[config.mk]
export PLATFORM = sky130hd
export DESIGN_NAME = netc_csr_regs
export DESIGN_NICKNAME = d
export VERILOG_FILES = /design/src/rtl/netc_csr_pkg.sv /design/src/rtl/netc_csr_access.sv /design/src/rtl/netc_csr_status.sv /design/src/rtl/netc_csr_cfg.sv /design/src/rtl/netc_csr_regs.sv
export SDC_FILE = /design/constraint.sdc
export NUM_CORES = 1
export LEC_CHECK = 0
export BUFFER_PORTS_ARGS = -buffer_cell sky130_fd_sc_hd__buf_2
export CAP_MARGIN = 25
export CORE_MARGIN = 5
export CORE_UTILIZATION = 53
export CTS_CLUSTER_SIZE = 30
export DETAILED_ROUTE_END_ITERATION = 16
export PLACE_DENSITY = 0.88
export SYNTH_ARGS = -nofsm -noshare
export SYNTH_HDL_FRONTEND = slang
export SYNTH_SLANG_ARGS = --single-unit
[constraint.sdc]
create_clock -name clk -period 2.43 [get_ports clk]
set_clock_uncertainty 0.15 [all_clocks]
set_input_delay 0.486 -clock clk [delete_from_list [all_inputs] [get_ports clk]]
set_output_delay 0.486 -clock clk [all_outputs]
set_load 0.1 [all_outputs]
[src/rtl/netc_csr_pkg.sv]
package netc_csr_pkg;

    localparam int REG_W   = 16;
    localparam int PTR_W   = 2;
    localparam int IADDR_W = 24;
    localparam int HI_W    = IADDR_W - REG_W;
    localparam int OPT_W   = 3;
    localparam int EVT_N   = 7;

    // Bit positions of the status word; the host decodes these.
    localparam int B_ERR  = 15;
    localparam int B_BABL = 14;
    localparam int B_IDON = 8;
    localparam int B_INTR = 7;
    localparam int B_INEA = 6;
    localparam int B_RXON = 5;
    localparam int B_TXON = 4;
    localparam int B_TDMD = 3;
    localparam int B_STOP = 2;
    localparam int B_STRT = 1;
    localparam int B_INIT = 0;

    typedef enum logic [PTR_W-1:0] {
        SEL_STAT    = 2'd0,
        SEL_ADDR_LO = 2'd1,
        SEL_ADDR_HI = 2'd2,
        SEL_OPTS    = 2'd3
    } csr_sel_e;

    // Field order equals status bits 14 down to 8.
    typedef struct packed {
        logic babble;
        logic coll;
        logic miss;
        logic merr;
        logic rx_done;
        logic tx_done;
        logic init_ack;
    } core_evt_t;

    // Field order equals status bits 6 down to 0.
    typedef struct packed {
        logic inea;
        logic rxon;
        logic txon;
        logic tdmd;
        logic stop;
        logic strt;
        logic init;
    } run_state_t;

    typedef struct packed {
        logic start;
        logic stop;
        logic init;
        logic tx_demand;
    } core_cmd_t;

    typedef struct packed {
        logic             wr;
        csr_sel_e         sel;
        logic [REG_W-1:0] data;
    } host_wr_t;

    function automatic logic [REG_W-1:0] pack_stat(core_evt_t ev, run_state_t rs);
        logic err_sum;
        logic int_sum;
        err_sum = ev.babble | ev.coll | ev.miss | ev.merr;
        int_sum = err_sum | ev.rx_done | ev.tx_done | ev.init_ack;
        return {err_sum, ev, int_sum, rs};
    endfunction

endpackage

[src/rtl/netc_csr_access.sv]
module netc_csr_access
    import netc_csr_pkg::*;
(
    input  logic             clk,
    input  logic             rst,
    input  logic             host_wr,
    input  logic             host_sel_ptr,
    input  logic [REG_W-1:0] host_wdata,
    output csr_sel_e         ptr_q,
    output host_wr_t         data_wr
);

    always_ff @(posedge clk) begin
        if (rst) begin
            ptr_q <= SEL_STAT;
        end else if (host_wr && host_sel_ptr) begin
            ptr_q <= csr_sel_e'(host_wdata[PTR_W-1:0]);
        end
    end

    always_comb begin
        data_wr.wr   = host_wr & ~host_sel_ptr;
        data_wr.sel  = ptr_q;
        data_wr.data = host_wdata;
    end

endmodule

[src/rtl/netc_csr_status.sv]
module netc_csr_status
    import netc_csr_pkg::*;
(
    input  logic             clk,
    input  logic             rst,
    input  host_wr_t         data_wr,
    input  core_evt_t        evt,
    output core_evt_t        ev_q,
    output run_state_t       rs_q,
    output core_cmd_t        cmd_q,
    output logic             init_take
);

    logic             stat_we;
    logic [REG_W-1:0] ones;
    logic             stop_req;
    logic             strt_req;
    logic             init_req;
    logic             tdmd_req;
    core_evt_t        ev_clr;
    core_evt_t        ev_d;
    run_state_t       rs_d;
    core_cmd_t        cmd_d;

    always_comb begin
        stat_we  = data_wr.wr && (data_wr.sel == SEL_STAT);
        ones     = stat_we ? data_wr.data : '0;
        stop_req = ones[B_STOP];
        strt_req = ones[B_STRT] & ~stop_req;
        init_req = ones[B_INIT] & ~stop_req;
        tdmd_req = ones[B_TDMD] & ~stop_req & rs_q.txon;
        init_take = init_req;

        // New events beat a clearing write in the same cycle.
        ev_clr = core_evt_t'(ones[B_BABL:B_IDON]);
        ev_d   = (ev_q & ~ev_clr) | evt;

        rs_d = rs_q;
        if (stat_we)     rs_d.inea = data_wr.data[B_INEA];
        if (evt.tx_done) rs_d.tdmd = 1'b0;
        if (tdmd_req)    rs_d.tdmd = 1'b1;
        if (strt_req) begin
            rs_d.strt = 1'b1;
            rs_d.stop = 1'b0;
            rs_d.rxon = 1'b1;
            rs_d.txon = 1'b1;
        end
        if (init_req) begin
            rs_d.init = 1'b1;
            rs_d.stop = 1'b0;
        end
        if (stop_req) begin
            rs_d.stop = 1'b1;
            rs_d.strt = 1'b0;
            rs_d.init = 1'b0;
            rs_d.tdmd = 1'b0;
            rs_d.rxon = 1'b0;
            rs_d.txon = 1'b0;
        end

        cmd_d.start     = strt_req;
        cmd_d.stop      = stop_req;
        cmd_d.init      = init_req;
        cmd_d.tx_demand = tdmd_req;
    end

    always_ff @(posedge clk) begin
        if (rst) begin
            ev_q    <= '0;
            rs_q    <= '0;
            rs_q.stop <= 1'b1;
            cmd_q   <= '0;
        end else begin
            ev_q    <= ev_d;
            rs_q    <= rs_d;
            cmd_q   <= cmd_d;
        end
    end

endmodule

[src/rtl/netc_csr_cfg.sv]
module netc_csr_cfg
    import netc_csr_pkg::*;
(
    input  logic               clk,
    input  logic               rst,
    input  host_wr_t           data_wr,
    input  logic               stopped,
    input  logic               init_take,
    output logic [REG_W-1:0]   addr_lo,
    output logic [HI_W-1:0]    addr_hi,
    output logic [OPT_W-1:0]   opts,
    output logic [IADDR_W-1:0] init_addr
);

    logic cfg_we;

    assign cfg_we = data_wr.wr & stopped;

    always_ff @(posedge clk) begin
        if (rst) begin
            addr_lo   <= '0;
            addr_hi   <= '0;
            opts      <= '0;
            init_addr <= '0;
        end else begin
            if (cfg_we) begin
                case (data_wr.sel)
                    SEL_ADDR_LO: addr_lo <= data_wr.data;
                    SEL_ADDR_HI: addr_hi <= data_wr.data[HI_W-1:0];
                    SEL_OPTS:    opts    <= data_wr.data[OPT_W-1:0];
                    default:     ;
                endcase
            end
            if (init_take) begin
                init_addr <= {addr_hi, addr_lo};
            end
        end
    end

endmodule

[src/rtl/netc_csr_regs.sv]
module netc_csr_regs
    import netc_csr_pkg::*;
(
    input  logic               clk,
    input  logic               rst,
    input  logic               host_wr,
    input  logic               host_sel_ptr,
    input  logic [REG_W-1:0]   host_wdata,
    output logic [REG_W-1:0]   host_rdata,
    input  logic               evt_rx_done,
    input  logic               evt_tx_done,
    input  logic               evt_init_ack,
    input  logic               evt_miss,
    input  logic               evt_mem_err,
    input  logic               evt_collision,
    input  logic               evt_babble,
    output logic               cmd_start,
    output logic               cmd_stop,
    output logic               cmd_init,
    output logic               cmd_tx_demand,
    output logic [IADDR_W-1:0] init_addr,
    output logic [OPT_W-1:0]   bus_opts,
    output logic               irq
);

    csr_sel_e         ptr_q;
    host_wr_t         data_wr;
    core_evt_t        evt;
    core_evt_t        ev_q;
    run_state_t       rs_q;
    core_cmd_t        cmd_q;
    logic             init_take;
    logic [REG_W-1:0] addr_lo;
    logic [HI_W-1:0]  addr_hi;
    logic [OPT_W-1:0] opts;
    logic [REG_W-1:0] stat_word;
    logic [REG_W-1:0] sel_word;

    always_comb begin
        evt.babble   = evt_babble;
        evt.coll     = evt_collision;
        evt.miss     = evt_miss;
        evt.merr     = evt_mem_err;
        evt.rx_done  = evt_rx_done;
        evt.tx_done  = evt_tx_done;
        evt.init_ack = evt_init_ack;
    end

    netc_csr_access u_access (
        .clk          (clk),
        .rst          (rst),
        .host_wr      (host_wr),
        .host_sel_ptr (host_sel_ptr),
        .host_wdata   (host_wdata),
        .ptr_q        (ptr_q),
        .data_wr      (data_wr)
    );

    netc_csr_status u_status (
        .clk       (clk),
        .rst       (rst),
        .data_wr   (data_wr),
        .evt       (evt),
        .ev_q      (ev_q),
        .rs_q      (rs_q),
        .cmd_q     (cmd_q),
        .init_take (init_take)
    );

    netc_csr_cfg u_cfg (
        .clk       (clk),
        .rst       (rst),
        .data_wr   (data_wr),
        .stopped   (rs_q.stop),
        .init_take (init_take),
        .addr_lo   (addr_lo),
        .addr_hi   (addr_hi),
        .opts      (opts),
        .init_addr (init_addr)
    );

    assign stat_word = pack_stat(ev_q, rs_q);

    always_comb begin
        case (ptr_q)
            SEL_STAT:    sel_word = stat_word;
            SEL_ADDR_LO: sel_word = addr_lo;
            SEL_ADDR_HI: sel_word = REG_W'(addr_hi);
            default:     sel_word = REG_W'(opts);
        endcase
        host_rdata = host_sel_ptr ? REG_W'(ptr_q) : sel_word;
    end

    assign cmd_start     = cmd_q.start;
    assign cmd_stop      = cmd_q.stop;
    assign cmd_init      = cmd_q.init;
    assign cmd_tx_demand = cmd_q.tx_demand;
    assign bus_opts      = opts;
    assign irq           = stat_word[B_INTR] & rs_q.inea;

endmodule

==> qor.json, run 1 <==
{
  "count_of_vias_placed_by_the_detailed_router": {"value": 2593},
  "post_layout_instance_count_excluding_filler_cells": {"value": 473},
  "grt_overflow_total": {"value": 0},
  "cp.required": {"value": 1.79, "unit": "ns"},
  "die_h": {"value": 87.0, "unit": "um"},
  "fmax": {"value": 0.413, "unit": "GHz"},
  "route.detailed.vias_per_inst": {"value": 5.48},
  "muxShareOfSynthArea": {"value": 21.5, "unit": "%"},
  "antennaDiodeCount": {"value": 0},
  "finalWeightedCongestion": {"value": 0.873},
  "finalInstanceArea": {"value": 4090, "unit": "um2"},
  "synthDistinctLibCells": {"value": 37},
  "timing.final.crit_share": {"value": 99.7, "unit": "%"},
  "timing.final.max_slew_violations": {"value": 0},
  "largest_net_degree_at_the_start_of_global_routing": {"value": 32},
  "io_buffers": {"value": 74},
  "post_synth.cell_area_avg": {"value": 9.84, "unit": "um2"},
  "ant_nets": {"value": 0},
  "initial_antenna_violation_count": {"value": 0},
  "unrepaired_setup_endpoints_after_global_routing": {"value": "yes"},
  "cts-htree-levels": {"value": 3},
  "track_usage": {"value": 21.0, "unit": "%"},
  "met1Wirelength": {"value": 3210, "unit": "um"},
  "detailed_place_hpwl": {"value": 5470, "unit": "um"},
  "p_leak": {"value": 1.76, "unit": "nW"},
  "number_of_hold_violations_in_the_final_report": {"value": 0},
  "topRoutingLayerUsed": {"value": "met4"},
  "cts_tree": {"value": "done"},
  "insertion_delay": {"value": 0.34, "unit": "ns"},
  "post_synth_fa_ha_maj_area_fraction": {"value": 0, "unit": "%"},
  "seq_area_frac_synth": {"value": 44.0, "unit": "%"},
  "area_growth_syn_to_layout": {"value": 30.4, "unit": "%"},
  "place_worst_setup_slack": {"value": 0.152, "unit": "ns"},
  "period_needed": {"value": 2.42, "unit": "ns"},
  "powerDensity": {"value": 580, "unit": "nW/um2"},
  "dominant_combinational_cell_family_by_area_after_synthesis": {"value": "simple AND/OR/NAND/NOR gates"},
  "run_status": {"value": "complete, no violations"},
  "worst-setup-path-type": {"value": "reg2out"},
  "yosysWarnings": {"value": 0},
  "synth_cells": {"value": 319},
  "numPlacedInstances": {"value": 455},
  "finish.utilization": {"value": 70.0, "unit": "%"},
  "post_synth_xor_area_fraction": {"value": 0, "unit": "%"},
  "setup-violations-final": {"value": 0},
  "cts_inserted_buffers": {"value": 9},
  "layout-drive-gt1-share": {"value": 32.7, "unit": "%"},
  "worst_min_delay_path_class": {"value": "in2reg"},
  "number_of_hold_repair_buffers_added_at_the_cts_stage": {"value": 0},
  "fin_nets": {"value": 420},
  "minimum_setup_slack_in_the_final_design": {"value": 0.00845, "unit": "ns"},
  "critical_path_arrival": {"value": 1.79, "unit": "ns"},
  "critPathCaptureType": {"value": "primary output"},
  "synth_seq_cells": {"value": 69},
  "dieArea": {"value": 7560, "unit": "um2"},
  "detail_route.drc_violations": {"value": 0},
  "synth_area": {"value": 3140, "unit": "um2"},
  "length_of_routed_met3_wiring": {"value": 465, "unit": "um"},
  "slew_headroom": {"value": 60.5, "unit": "%"},
  "placement.cell_area": {"value": 3880, "unit": "um2"},
  "cts_sinks": {"value": 69},
  "worstMarginPinSlew": {"value": 0.590, "unit": "ns"},
  "grt_pass1_wl": {"value": 12300, "unit": "um"},
  "met2_length": {"value": 3930, "unit": "um"},
  "final.fill_count": {"value": 400},
  "detailed_route_wire_length_per_cell": {"value": 16.5, "unit": "um"},
  "floorplan.initialDensity": {"value": 53.7, "unit": "%"},
  "rows": {"value": 28},
  "worst_path_fanout_max": {"value": 3},
  "mappedNetlistNets": {"value": 346},
  "cp-start-kind": {"value": "register"},
  "maxCapViolations": {"value": 0},
  "vdd.ir_drop.worst": {"value": 389, "unit": "uV"},
  "cts-root-buf": {"value": "sky130_fd_sc_hd__clkbuf_8"},
  "simple_gate_portion_of_the_synthesized_area": {"value": 22.7, "unit": "%"},
  "drt-initial-drc-count": {"value": 267},
  "fin_tns_setup": {"value": 0, "unit": "ns"},
  "worst_setup_hold_path_clk_slew": {"value": 0.07, "unit": "ns"},
  "placeableCoreArea": {"value": 5850, "unit": "um2"},
  "fp.dieW": {"value": 87.0, "unit": "um"},
  "synth-compound-area-share": {"value": 6.97, "unit": "%"},
  "vias_in_the_first_global_route": {"value": 2663},
  "cts-root-to-sink-buffers": {"value": 2},
  "io_pins": {"value": 75},
  "drt_pass1_iterations": {"value": 4},
  "routed_wirelength": {"value": 7780, "unit": "um"}
}
what timing repair did:
action,4_1_cts,5_1_grt
endpoints found under the setup margin,14,4
resized for setup,6,6
endpoints found under the hold margin,0,0
setup buffers,0,2
layout by cell type, fill, tap and decap left out, drive strengths merged:
cell type	n
nand2b	68
nor3b	2
nor2	27
mux2i	64
o41ai	1
mux4	1
clkbuf	11
inv	7
or4b	1
clkinv	4
o41a	1
nand3	4
a2bb2oi	1
clkinvlp	1
mux2	1
and3b	1
or2	1
a211o	1
a311oi	7
o31ai	1
a21oi	7
nand3b	2
buf	87
o22a	5
nor4b	2
o21ai	2
nand2	12
o221ai	1
nor2b	2
nor4	1
or4	1
a21o	2
dfxtp	69
report_power, final:
part           internal, mW  total, mW  switching, mW  leakage (nW)
logic                 0.159      0.422          0.263          1.11
clock network         0.363      0.782          0.418        0.0829
registers              1.15       1.17         0.0213         0.561
total                  1.67       2.37          0.702          1.76
per-stage QoR:
step	power (mW)	hold WS (ns)
3_3_place_gp	1.59	0.306
4_1_cts	2.37	0.190
6_report	2.37	0.198
3_5_place_dp	1.60	0.310
2_1_floorplan	1.47	0.286
5_1_grt	2.45	0.197
routing by layer:
metal	up-vias	track usage, %
met1	1250	25.9
li1	1239	-
met2	90	34.0
met3	14	3.97
met4	0	12.2
met5	-	0
state kept, by name, indices dropped and copies added (netlist names):
signal and flops:
u_status.cmd_q 4, u_cfg.addr_hi 8, u_status.rs_q 5, u_access.ptr_q 2, u_cfg.init_addr 24, u_cfg.opts 3, u_cfg.addr_lo 16, u_status.ev_q 7
logic make-up (layout without fill, tap and decap cells):
group	Yosys count	count (layout)
buffers and inverters	31	110
AO/OA/AOI/OAI	29	29
AND/OR/NAND/NOR	124	124
multiplexers	66	66
flip-flops	69	69
cell type report:
class	count	area [um2]	share of cell area, %
repair buffers	87	716	17.5
well taps	75	93.8	2.29
flip-flops and latches	69	1390	34.0
multi-input cells	219	1710	41.7
clock buffers	11	131	3.21
inverters	7	26.3	0.642
clock inverters	5	27.5	0.672
path summary, 6_finish.rpt:
| path | cells after the start | end | slack (ns) | start |
|---|---|---|---|---|
| max | 3 | irq | 0.008 | u_status.ev_q[5] |
| min | 2 | u_status.ev_q[1] | 0.20 | host_wdata[9] |
| max reg2reg | 5 | u_cfg.init_addr[22] | 0.46 | u_access.ptr_q[0] |
| min reg2reg | 2 | u_cfg.init_addr[17] | 0.32 | u_cfg.init_addr[17] |
synthesized netlist by cell type (all sizes together):
master | instances | area share (%)
o21ai | 2 | 0.32
nand2b | 68 | 14
a21o | 2 | 0.48
o41a | 1 | 0.36
nor4b | 2 | 0.76
nand2 | 12 | 1.4
nand3 | 4 | 0.64
buf | 13 | 2.7
or4b | 1 | 0.44
dfxtp | 69 | 44
mux2 | 1 | 0.36
o22a | 5 | 1.4
and3b | 1 | 0.28
mux4 | 1 | 0.72
a21oi | 7 | 1.1
nand3b | 2 | 0.48
nor2b | 2 | 0.40
nor4 | 1 | 0.20
clkbuf | 11 | 1.3
nor2 | 27 | 3.5
o41ai | 1 | 0.28
mux2i | 64 | 20
o221ai | 1 | 0.28
a2bb2oi | 1 | 0.28
or2 | 1 | 0.20
a211o | 1 | 0.28
nor3b | 2 | 0.64
inv | 7 | 0.84
o31ai | 1 | 0.24
a311oi | 7 | 2.0
or4 | 1 | 0.24
critical path: stages, from the launching register on:
cell,delay [ns]
sky130_fd_sc_hd__dfxtp_2,0.32
sky130_fd_sc_hd__or4_4,0.57
sky130_fd_sc_hd__o41a_1,0.36
sky130_fd_sc_hd__buf_6,0.20
Power figures use the tool's default switching activity.
==> run 2, diff against run 1 <==
- CTS_BUF_LIST: unset -> sky130_fd_sc_hd__clkbuf_16
==> run 2 against run 1 <==
Effect of this change:
- the flow now finishes with violations (negative setup slack)
- critical path type unchanged
- worst hold slack gained 0.011 ns
- critical path depth is the same
- clock power grew 46%
- register-to-register slack lost 0.03 ns
- first-iteration DRC count shrank 4.1%
- power grew 15%
- non-clock buffer count shrank 2
- count of clock-buffer cells in the layout shrank 2
- largest cell class unchanged
- combinational power is essentially flat
==> qor.json, run 2 (synthesis gave the netlist of run 1 again) <==
{
  "run_status": {"value": "finished, violations left"},
  "violations": {"value": "negative setup slack"},
  "cts-htree-levels": {"value": 3, "change": "unchanged"},
  "timing.reg2reg.worst_path_depth": {"value": 5, "change": "unchanged"},
  "crit_path_start": {"value": "u_status.ev_q[5]"},
  "vdd.ir_drop.worst": {"value": 438, "unit": "uV", "change": "+12%"},
  "slowest_delay": {"value": 0.58, "unit": "ns", "change": "about the same"},
  "period_needed": {"value": 2.45, "unit": "ns", "change": "+0.0267 ns"},
  "finalInstanceArea": {"value": 4170, "unit": "um2", "change": "+1.9%"},
  "regToRegStartpoint": {"value": "u_access.ptr_q[1]"},
  "hold_path.startpoint": {"value": "host_wdata[9]"},
  "unrepaired_setup_endpoints_after_global_routing": {"value": "yes"},
  "internal_power": {"value": 1.98, "unit": "mW", "change": "+18%"},
  "rows": {"value": 28, "change": "unchanged"},
  "ant_nets": {"value": 0, "change": "unchanged"},
  "io_pins": {"value": 75, "change": "unchanged"},
  "detailed_place_hpwl": {"value": 5470, "unit": "um", "change": "unchanged"},
  "critPathCaptureType": {"value": "primary output"},
  "finalWeightedCongestion": {"value": 0.873, "change": "unchanged"},
  "fin_nets": {"value": 418, "change": "-0.48%"},
  "commonest_non_fill_non_tap_cells_in_the_layout": {"value": "68 x sky130_fd_sc_hd__nand2b_1, 65 x sky130_fd_sc_hd__dfxtp_1, 64 x sky130_fd_sc_hd__mux2i_1, 58 x sky130_fd_sc_hd__buf_2, 16 x sky130_fd_sc_hd__buf_12"},
  "worstReg2RegEnd": {"value": "u_cfg.init_addr[22]"},
  "area_growth_syn_to_layout": {"value": 32.9, "unit": "%"},
  "powerDensity": {"value": 655, "unit": "nW/um2", "change": "+13%"},
  "floorplan.initialDensity": {"value": 53.7, "unit": "%", "change": "unchanged"},
  "minimum_setup_slack_in_the_final_design": {"value": -0.0182, "unit": "ns", "change": "-0.0267 ns"},
  "post-layout-total-power": {"value": 2.73, "unit": "mW", "change": "+15%"},
  "p_leak": {"value": 1.80, "unit": "nW", "change": "+2.4%"},
  "registers.top_by_ff_count": {"value": "u_cfg.init_addr"},
  "worst_min_delay_path_class": {"value": "in2reg"},
  "worst_path_fanout_max": {"value": 3, "change": "unchanged"},
  "dieArea": {"value": 7560, "unit": "um2", "change": "unchanged"},
  "io_buffers": {"value": 74, "change": "unchanged"},
  "track_usage": {"value": 21.9, "unit": "%", "change": "+0.87 points"},
  "layout-drive-gt1-share": {"value": 32.1, "unit": "%", "change": "-0.59 points"},
  "routed_wirelength": {"value": 8050, "unit": "um", "change": "+3.4%"},
  "maxCapViolations": {"value": 0, "change": "unchanged"},
  "timing.final.max_slew_violations": {"value": 0, "change": "unchanged"},
  "vias_in_the_first_global_route": {"value": 2667, "change": "+0.15%"},
  "largest_register_ffs": {"value": 24, "change": "unchanged"},
  "fmax": {"value": 0.408, "unit": "GHz", "change": "-1.1%"},
  "met1Wirelength": {"value": 3280, "unit": "um", "change": "+2.2%"},
  "timing.final.crit_share": {"value": 101, "unit": "%", "change": "+1.1 points"},
  "timing.critical_path.cells": {"value": "or4_4, o41a_1, buf_6"},
  "critical_path_arrival": {"value": 1.81, "unit": "ns", "change": "+0.02 ns"},
  "cp.required": {"value": 1.79, "unit": "ns", "change": "about the same"},
  "power.switching_fraction": {"value": 27.5, "unit": "%", "change": "-2.1 points"},
  "clkPwrFrac": {"value": 41.6, "unit": "%", "change": "+8.7 points"},
  "cts_tree": {"value": "done"},
  "detail_route.drc_violations": {"value": 0, "change": "unchanged"},
  "pwr-share-seq": {"value": 43.0, "unit": "%", "change": "-6.3 points"},
  "number_of_hold_violations_in_the_final_report": {"value": 0, "change": "unchanged"},
  "worst-setup-path-type": {"value": "reg2out"},
  "final_common_cell": {"value": "sky130_fd_sc_hd__nand2b_1"},
  "placeableCoreArea": {"value": 5850, "unit": "um2", "change": "unchanged"},
  "count_of_vias_placed_by_the_detailed_router": {"value": 2583, "change": "-0.39%"},
  "cts-root-buf": {"value": "sky130_fd_sc_hd__clkbuf_16"},
  "slowest_library_cell_on_the_worst_path": {"value": "sky130_fd_sc_hd__or4_4"},
  "fp.dieW": {"value": 87.0, "unit": "um", "change": "unchanged"},
  "placement.cell_area": {"value": 3880, "unit": "um2", "change": "unchanged"},
  "regToRegSetupSlack": {"value": 0.43, "unit": "ns", "change": "-0.03 ns"},
  "worst_setup_hold_path_clk_slew": {"value": 0.05, "unit": "ns", "change": "-0.02 ns"},
  "critPathCapture": {"value": "irq"},
  "initial_antenna_violation_count": {"value": 0, "change": "unchanged"},
  "grt_overflow_total": {"value": 0, "change": "unchanged"},
  "worstMarginPinSlew": {"value": 0.585, "unit": "ns", "change": "-0.00480 ns"},
  "cts-root-to-sink-buffers": {"value": 2, "change": "unchanged"},
  "cp-start-kind": {"value": "register"},
  "biggestRegsByFlops": {"value": "u_cfg.init_addr: 24 flops, u_cfg.addr_lo: 16 flops, u_cfg.addr_hi: 8 flops"},
  "length_of_routed_met3_wiring": {"value": 553, "unit": "um", "change": "+19%"},
  "multi_input_comb_area": {"value": 1710, "unit": "um2", "change": "unchanged"},
  "grt_pass1_wl": {"value": 12700, "unit": "um", "change": "+3.1%"},
  "place_worst_setup_slack": {"value": 0.152, "unit": "ns", "change": "unchanged"},
  "final.fill_count": {"value": 389, "change": "-2.8%"},
  "combPwrFrac": {"value": 15.3, "unit": "%", "change": "-2.5 points"},
  "topRoutingLayerUsed": {"value": "met4"},
  "slew_headroom": {"value": 60.9, "unit": "%", "change": "+0.32 points"},
  "largest_net_degree_at_the_start_of_global_routing": {"value": 32, "change": "unchanged"},
  "sequential_cell_area": {"value": 1390, "unit": "um2", "change": "-0.27%"},
  "cts_inserted_buffers": {"value": 9, "change": "unchanged"},
  "met2_length": {"value": 4030, "unit": "um", "change": "+2.5%"},
  "drt_pass1_iterations": {"value": 4, "change": "unchanged"},
  "route.detailed.vias_per_inst": {"value": 5.48, "change": "about the same"},
  "netSwitchingPower": {"value": 0.750, "unit": "mW", "change": "+6.9%"},
  "antennaDiodeCount": {"value": 0, "change": "unchanged"},
  "setup-violations-final": {"value": 2, "change": "+2"},
  "drt-initial-drc-count": {"value": 256, "change": "-4.1%"},
  "detailed_route_wire_length_per_cell": {"value": 17.1, "unit": "um", "change": "+3.8%"},
  "die_h": {"value": 87.0, "unit": "um", "change": "unchanged"},
  "cts_sinks": {"value": 69, "change": "unchanged"},
  "insertion_delay": {"value": 0.33, "unit": "ns", "change": "about the same"}
}
==> run 2: cell types whose count changed in the layout (fill, tap and decap cells not counted), sizes merged <==
cell | previous run | this run
clkbuf | 11 | 9
buf | 87 | 85
inv | 7 | 9
==> run 2: layout make-up <==
cell class                      count  area share [%]
Sequential cell                    69            33.2
Tap cell                           75            2.25
Multi-Input combinational cell    219            41.0
Inverter                            7           0.630
Clock inverter                      7           0.840
Timing Repair Buffer               85            16.7
Clock buffer                        9            5.40
==> run 2: through the flow <==
stage                     TNS (ns)  hold WS [ns]  util, %  cells
after floorplan              -1.26         0.286        -    319
after global placement           0         0.306     66.3    455
after detailed placement         0         0.310     66.3    455
after CTS                        0         0.208     71.1    471
after global routing       -0.0775         0.213     71.3    471
final                      -0.0203         0.209     71.3    471
==> run 2: worst max-delay path, delay by kind of cell (launching register included) <==
family          cells  cell delay, ns
simple gates        1            0.58
buf+inv             1            0.20
compound gates      1            0.36
flops               1            0.33
==> run 2: layer usage <==
layer  up-vias  global-route usage, %
li1       1232                      -
met1      1232                   26.2
met2       102                   35.7
met3        17                   5.11
met4         0                   12.5
met5         -                      0
==> run 2: power groups by stage <==
stage | clock (mW) | combinational (mW) | sequential (mW)
finish | 1.14 | 0.419 | 1.18
global route | 1.20 | 0.436 | 1.18
CTS | 1.15 | 0.412 | 1.17
detailed placement | 0 | 0.406 | 1.19
global placement | 0 | 0.400 | 1.19
floorplan | 0 | 0.275 | 1.20
==> run 2: how the worst min path moves through the flow <==
stage / endpoint / slack (ns) / depth (start not counted)
2_1_floorplan: u_status.rs_q[0] / 0.29 / 2
3_3_place_gp: u_cfg.init_addr[18] / 0.31 / 2
3_5_place_dp: u_cfg.init_addr[14] / 0.31 / 2
4_1_cts: u_status.ev_q[1] / 0.21 / 2
5_1_grt: u_status.ev_q[1] / 0.21 / 2
6_report: u_status.ev_q[1] / 0.21 / 2
==> run 2: what timing repair did <==
action / 4_1_cts / 5_1_grt
setup endpoints to repair: 14 / 3
hold buffers: 0 / 0
gates resized for setup: 6 / 3
buffers inserted: 0 / 0
==> run 3, diff against run 2 <==
- ABC_AREA: unset -> 1
- CORE_UTILIZATION: 53 -> 52
==> run 3 against run 2 <==
Effect of this change:
- the flow now finishes without violations
- critical path depth up 4
- worst hold slack improved by 0.038 ns
- global-route usage rose by 1.1 points
- worst setup slack better by 0.14 ns
- combinational power rose by 4.8%
- count of clock-buffer cells in the layout did not move
- non-clock buffer count shrank 4
- clock power rose by 18%
==> qor.json, run 3 <==
{
  "minimum_setup_slack_in_the_final_design": {"value": 0.118, "unit": "ns", "change": "+0.136 ns"},
  "place_worst_setup_slack": {"value": 0.450, "unit": "ns", "change": "+0.298 ns"},
  "synthDistinctLibCells": {"value": 23, "change": "-38%"},
  "post_layout_instance_count_excluding_filler_cells": {"value": 550, "change": "+17%"},
  "post-synth-top-count-cell": {"value": "sky130_fd_sc_hd__nand2_1"},
  "drt-initial-drc-count": {"value": 235, "change": "-8.2%"},
  "worst_path_fanout_max": {"value": 16, "change": "+13"},
  "numPlacedInstances": {"value": 535, "change": "+18%"},
  "critPathBufInv": {"value": 3, "change": "+2"},
  "worst_setup_hold_path_clk_slew": {"value": 0.06, "unit": "ns", "change": "about the same"},
  "crit_top_cell": {"value": "sky130_fd_sc_hd__nand2_1"},
  "largest_net_degree_at_the_start_of_global_routing": {"value": 35, "change": "+9.4%"},
  "timing.final.crit_share": {"value": 95.2, "unit": "%", "change": "-5.6 points"},
  "detailed_route_wire_length_per_cell": {"value": 14.6, "unit": "um", "change": "-15%"},
  "fmax": {"value": 0.432, "unit": "GHz", "change": "+5.9%"},
  "fp.dieW": {"value": 84.8, "unit": "um", "change": "-2.5%"},
  "slowest_delay": {"value": 0.41, "unit": "ns", "change": "-0.17 ns"},
  "registers.top_by_ff_count": {"value": "u_cfg.init_addr"},
  "post_synth.cell_area_avg": {"value": 7.24, "unit": "um2", "change": "-26%"},
  "synth-edff-count": {"value": 0, "change": "unchanged"},
  "route.detailed.vias_per_inst": {"value": 5.29, "change": "-3.5%"},
  "timing.critical_path.cells": {"value": "inv_2, nor2_8, nand2_1, nand2_1, inv_1, a21oi_4, buf_12"},
  "cts-root-to-sink-buffers": {"value": 2, "change": "unchanged"},
  "die_h": {"value": 84.8, "unit": "um", "change": "-2.5%"},
  "finalWeightedCongestion": {"value": 0.946, "change": "+8.4%"},
  "synth.cells.most_frequent": {"value": "92 x sky130_fd_sc_hd__nand2_1, 69 x sky130_fd_sc_hd__dfxtp_1, 67 x sky130_fd_sc_hd__nor2_1"},
  "critPathTopFamily": {"value": "flip-flops"},
  "worst_min_delay_path_class": {"value": "in2reg"},
  "cp.required": {"value": 1.79, "unit": "ns", "change": "about the same"},
  "floorplan.initialDensity": {"value": 53.2, "unit": "%", "change": "-0.46 points"},
  "period_needed": {"value": 2.31, "unit": "ns", "change": "-0.136 ns"},
  "track_usage": {"value": 22.9, "unit": "%", "change": "+1.1 points"},
  "fin_nets": {"value": 501, "change": "+20%"},
  "final_common_cell": {"value": "sky130_fd_sc_hd__nand2_1"},
  "maxCapViolations": {"value": 0, "change": "unchanged"},
  "layout-drive-gt1-share": {"value": 25.5, "unit": "%", "change": "-6.5 points"},
  "grt_overflow_total": {"value": 0, "change": "unchanged"},
  "netlist.top_cell.by_area": {"value": "sky130_fd_sc_hd__dfxtp_1"},
  "slew_headroom": {"value": 59.5, "unit": "%", "change": "-1.4 points"},
  "vdd.ir_drop.worst": {"value": 451, "unit": "uV", "change": "+2.9%"},
  "synth_area": {"value": 2910, "unit": "um2", "change": "-7.3%"},
  "seq_area_frac_synth": {"value": 47.4, "unit": "%", "change": "+3.4 points"},
  "largest_register_ffs": {"value": 24, "change": "unchanged"},
  "number_of_hold_violations_in_the_final_report": {"value": 0, "change": "unchanged"},
  "powerDensity": {"value": 763, "unit": "nW/um2", "change": "+17%"},
  "dieArea": {"value": 7200, "unit": "um2", "change": "-4.9%"},
  "synth_seq_cells": {"value": 69, "change": "unchanged"},
  "drt_pass1_iterations": {"value": 5, "change": "+1"},
  "synth_cells": {"value": 402, "change": "+26%"},
  "commonest_non_fill_non_tap_cells_in_the_layout": {"value": "92 x sky130_fd_sc_hd__nand2_1, 67 x sky130_fd_sc_hd__nor2_1, 66 x sky130_fd_sc_hd__dfxtp_1, 58 x sky130_fd_sc_hd__buf_2, 35 x sky130_fd_sc_hd__a21oi_1"},
  "insertion_delay": {"value": 0.33, "unit": "ns", "change": "about the same"},
  "run_status": {"value": "complete, no violations"},
  "synth_largest_type_area_fraction": {"value": 47.4, "unit": "%", "change": "+3.4 points"},
  "routed_wirelength": {"value": 8020, "unit": "um", "change": "-0.35%"},
  "worstMarginPinSlew": {"value": 0.607, "unit": "ns", "change": "+0.0214 ns"},
  "antennaDiodeCount": {"value": 0, "change": "unchanged"},
  "mappedNetlistNets": {"value": 429, "change": "+24%"},
  "async_flop_share": {"value": 0, "unit": "%", "change": "unchanged"},
  "cts-htree-levels": {"value": 3, "change": "unchanged"},
  "placeableCoreArea": {"value": 5470, "unit": "um2", "change": "-6.5%"},
  "io_buffers": {"value": 74, "change": "unchanged"},
  "setup-violations-final": {"value": 0, "change": "-2"},
  "p_leak": {"value": 1.71, "unit": "nW", "change": "-5.0%"},
  "initial_antenna_violation_count": {"value": 0, "change": "unchanged"},
  "timing.final.max_slew_violations": {"value": 0, "change": "unchanged"},
  "io_pins": {"value": 75, "change": "unchanged"},
  "biggestRegsByFlops": {"value": "u_cfg.init_addr: 24 flops, u_cfg.addr_lo: 16 flops, u_cfg.addr_hi: 8 flops"},
  "critPathCaptureType": {"value": "primary output"},
  "critical_path_arrival": {"value": 1.68, "unit": "ns", "change": "-0.13 ns"},
  "detailed_place_hpwl": {"value": 5820, "unit": "um", "change": "+6.5%"},
  "ant_nets": {"value": 0, "change": "unchanged"},
  "synthFlopType": {"value": "sky130_fd_sc_hd__dfxtp_1"},
  "rows": {"value": 27, "change": "-3.6%"},
  "slowest_library_cell_on_the_worst_path": {"value": "sky130_fd_sc_hd__dfxtp_1"},
  "cts_inserted_buffers": {"value": 9, "change": "unchanged"},
  "area_growth_syn_to_layout": {"value": 33.7, "unit": "%"},
  "cp-start-kind": {"value": "register"},
  "cts_tree": {"value": "done"},
  "count_of_vias_placed_by_the_detailed_router": {"value": 2911, "change": "+13%"},
  "yosysWarnings": {"value": 0, "change": "unchanged"},
  "vias_in_the_first_global_route": {"value": 2789, "change": "+4.6%"},
  "grt_pass1_wl": {"value": 13200, "unit": "um", "change": "+3.8%"},
  "detail_route.drc_violations": {"value": 0, "change": "unchanged"},
  "cts_sinks": {"value": 69, "change": "unchanged"},
  "synthTopCellsByArea": {"value": "sky130_fd_sc_hd__dfxtp_1 47%, sky130_fd_sc_hd__nand2_1 12%, sky130_fd_sc_hd__nor2_1 8.6%"},
  "cts-root-buf": {"value": "sky130_fd_sc_hd__clkbuf_16"},
  "worst-setup-path-type": {"value": "reg2out"},
  "unrepaired_setup_endpoints_after_global_routing": {"value": "no"}
}
[run 3: area by class of cell]
type	count	area, um2
Fill cell	430	1580
Sequential cell	69	1390
Multi-Input combinational cell	285	1350
Timing Repair Buffer	81	663
Clock buffer	9	225
Inverter	28	105
Tap cell	72	90.1
Clock inverter	6	80.1
[run 3: kinds of logic (layout without fill, tap and decap cells)]
kind of cell	count (synthesis)	count (layout)	share of synthesized area, %
simple gates	205	205	30.6
compound gates	80	80	14.0
flops	69	69	47.4
buf+inv	48	124	8.04
[run 3: through the flow]
stage | area (um2) | utilization (%) | TNS (ns) | hold WS [ns] | power, mW
finish | 3890 | 71.1 | 0 | 0.247 | 2.97
floorplan | 2960 | - | -0.344 | 0.283 | 1.50
global route | 3890 | 71.1 | 0 | 0.257 | 3.06
detailed placement | 3590 | 65.5 | 0 | 0.302 | 1.65
CTS | 3890 | 71.1 | 0 | 0.244 | 2.97
global placement | 3590 | 65.5 | 0 | 0.295 | 1.64
[run 3: final timing paths]
kind | from | endpoint | slack (ns) | cells past startpoint
worst max-delay path | u_access.ptr_q[0] | host_rdata[7] | 0.12 | 7
worst min-delay path | evt_babble | u_status.ev_q[6] | 0.25 | 3
worst max register to register | u_access.ptr_q[0] | u_cfg.addr_lo[9] | 0.66 | 6
worst min register to register | u_cfg.init_addr[5] | u_cfg.init_addr[5] | 0.31 | 2
[run 3: tightest hold or removal path: stages]
cell and delay (ns):
sky130_fd_sc_hd__buf_2 0.09, sky130_fd_sc_hd__inv_1 0.04, sky130_fd_sc_hd__a21oi_1 0.05
[run 3: what timing repair did]
| item | 4_1_cts | 5_1_grt |
|---|---|---|
| hold endpoints to repair | 0 | 0 |
| setup endpoints to repair | 0 | 2 |
| resized for setup | 0 | 1 |
| hold buffers | 0 | 0 |
| setup buffers | 0 | 0 |
[run 3: power breakdown]
| group | switching (mW) | internal [mW] | total [mW] | leakage, nW |
|---|---|---|---|---|
| logic | 0.304 | 0.135 | 0.439 | 0.999 |
| clock network | 0.462 | 0.882 | 1.34 | 0.150 |
| registers | 0.0275 | 1.16 | 1.19 | 0.561 |
[run 3: layer usage]
metal  global-route usage [%]  vias up  wire (um)
li1                         -     1437          -
met1                     29.2     1315       3370
met2                     37.2      136       3840
met3                     4.56       23        618
met4                     10.9        0        193
met5                        0        -          0
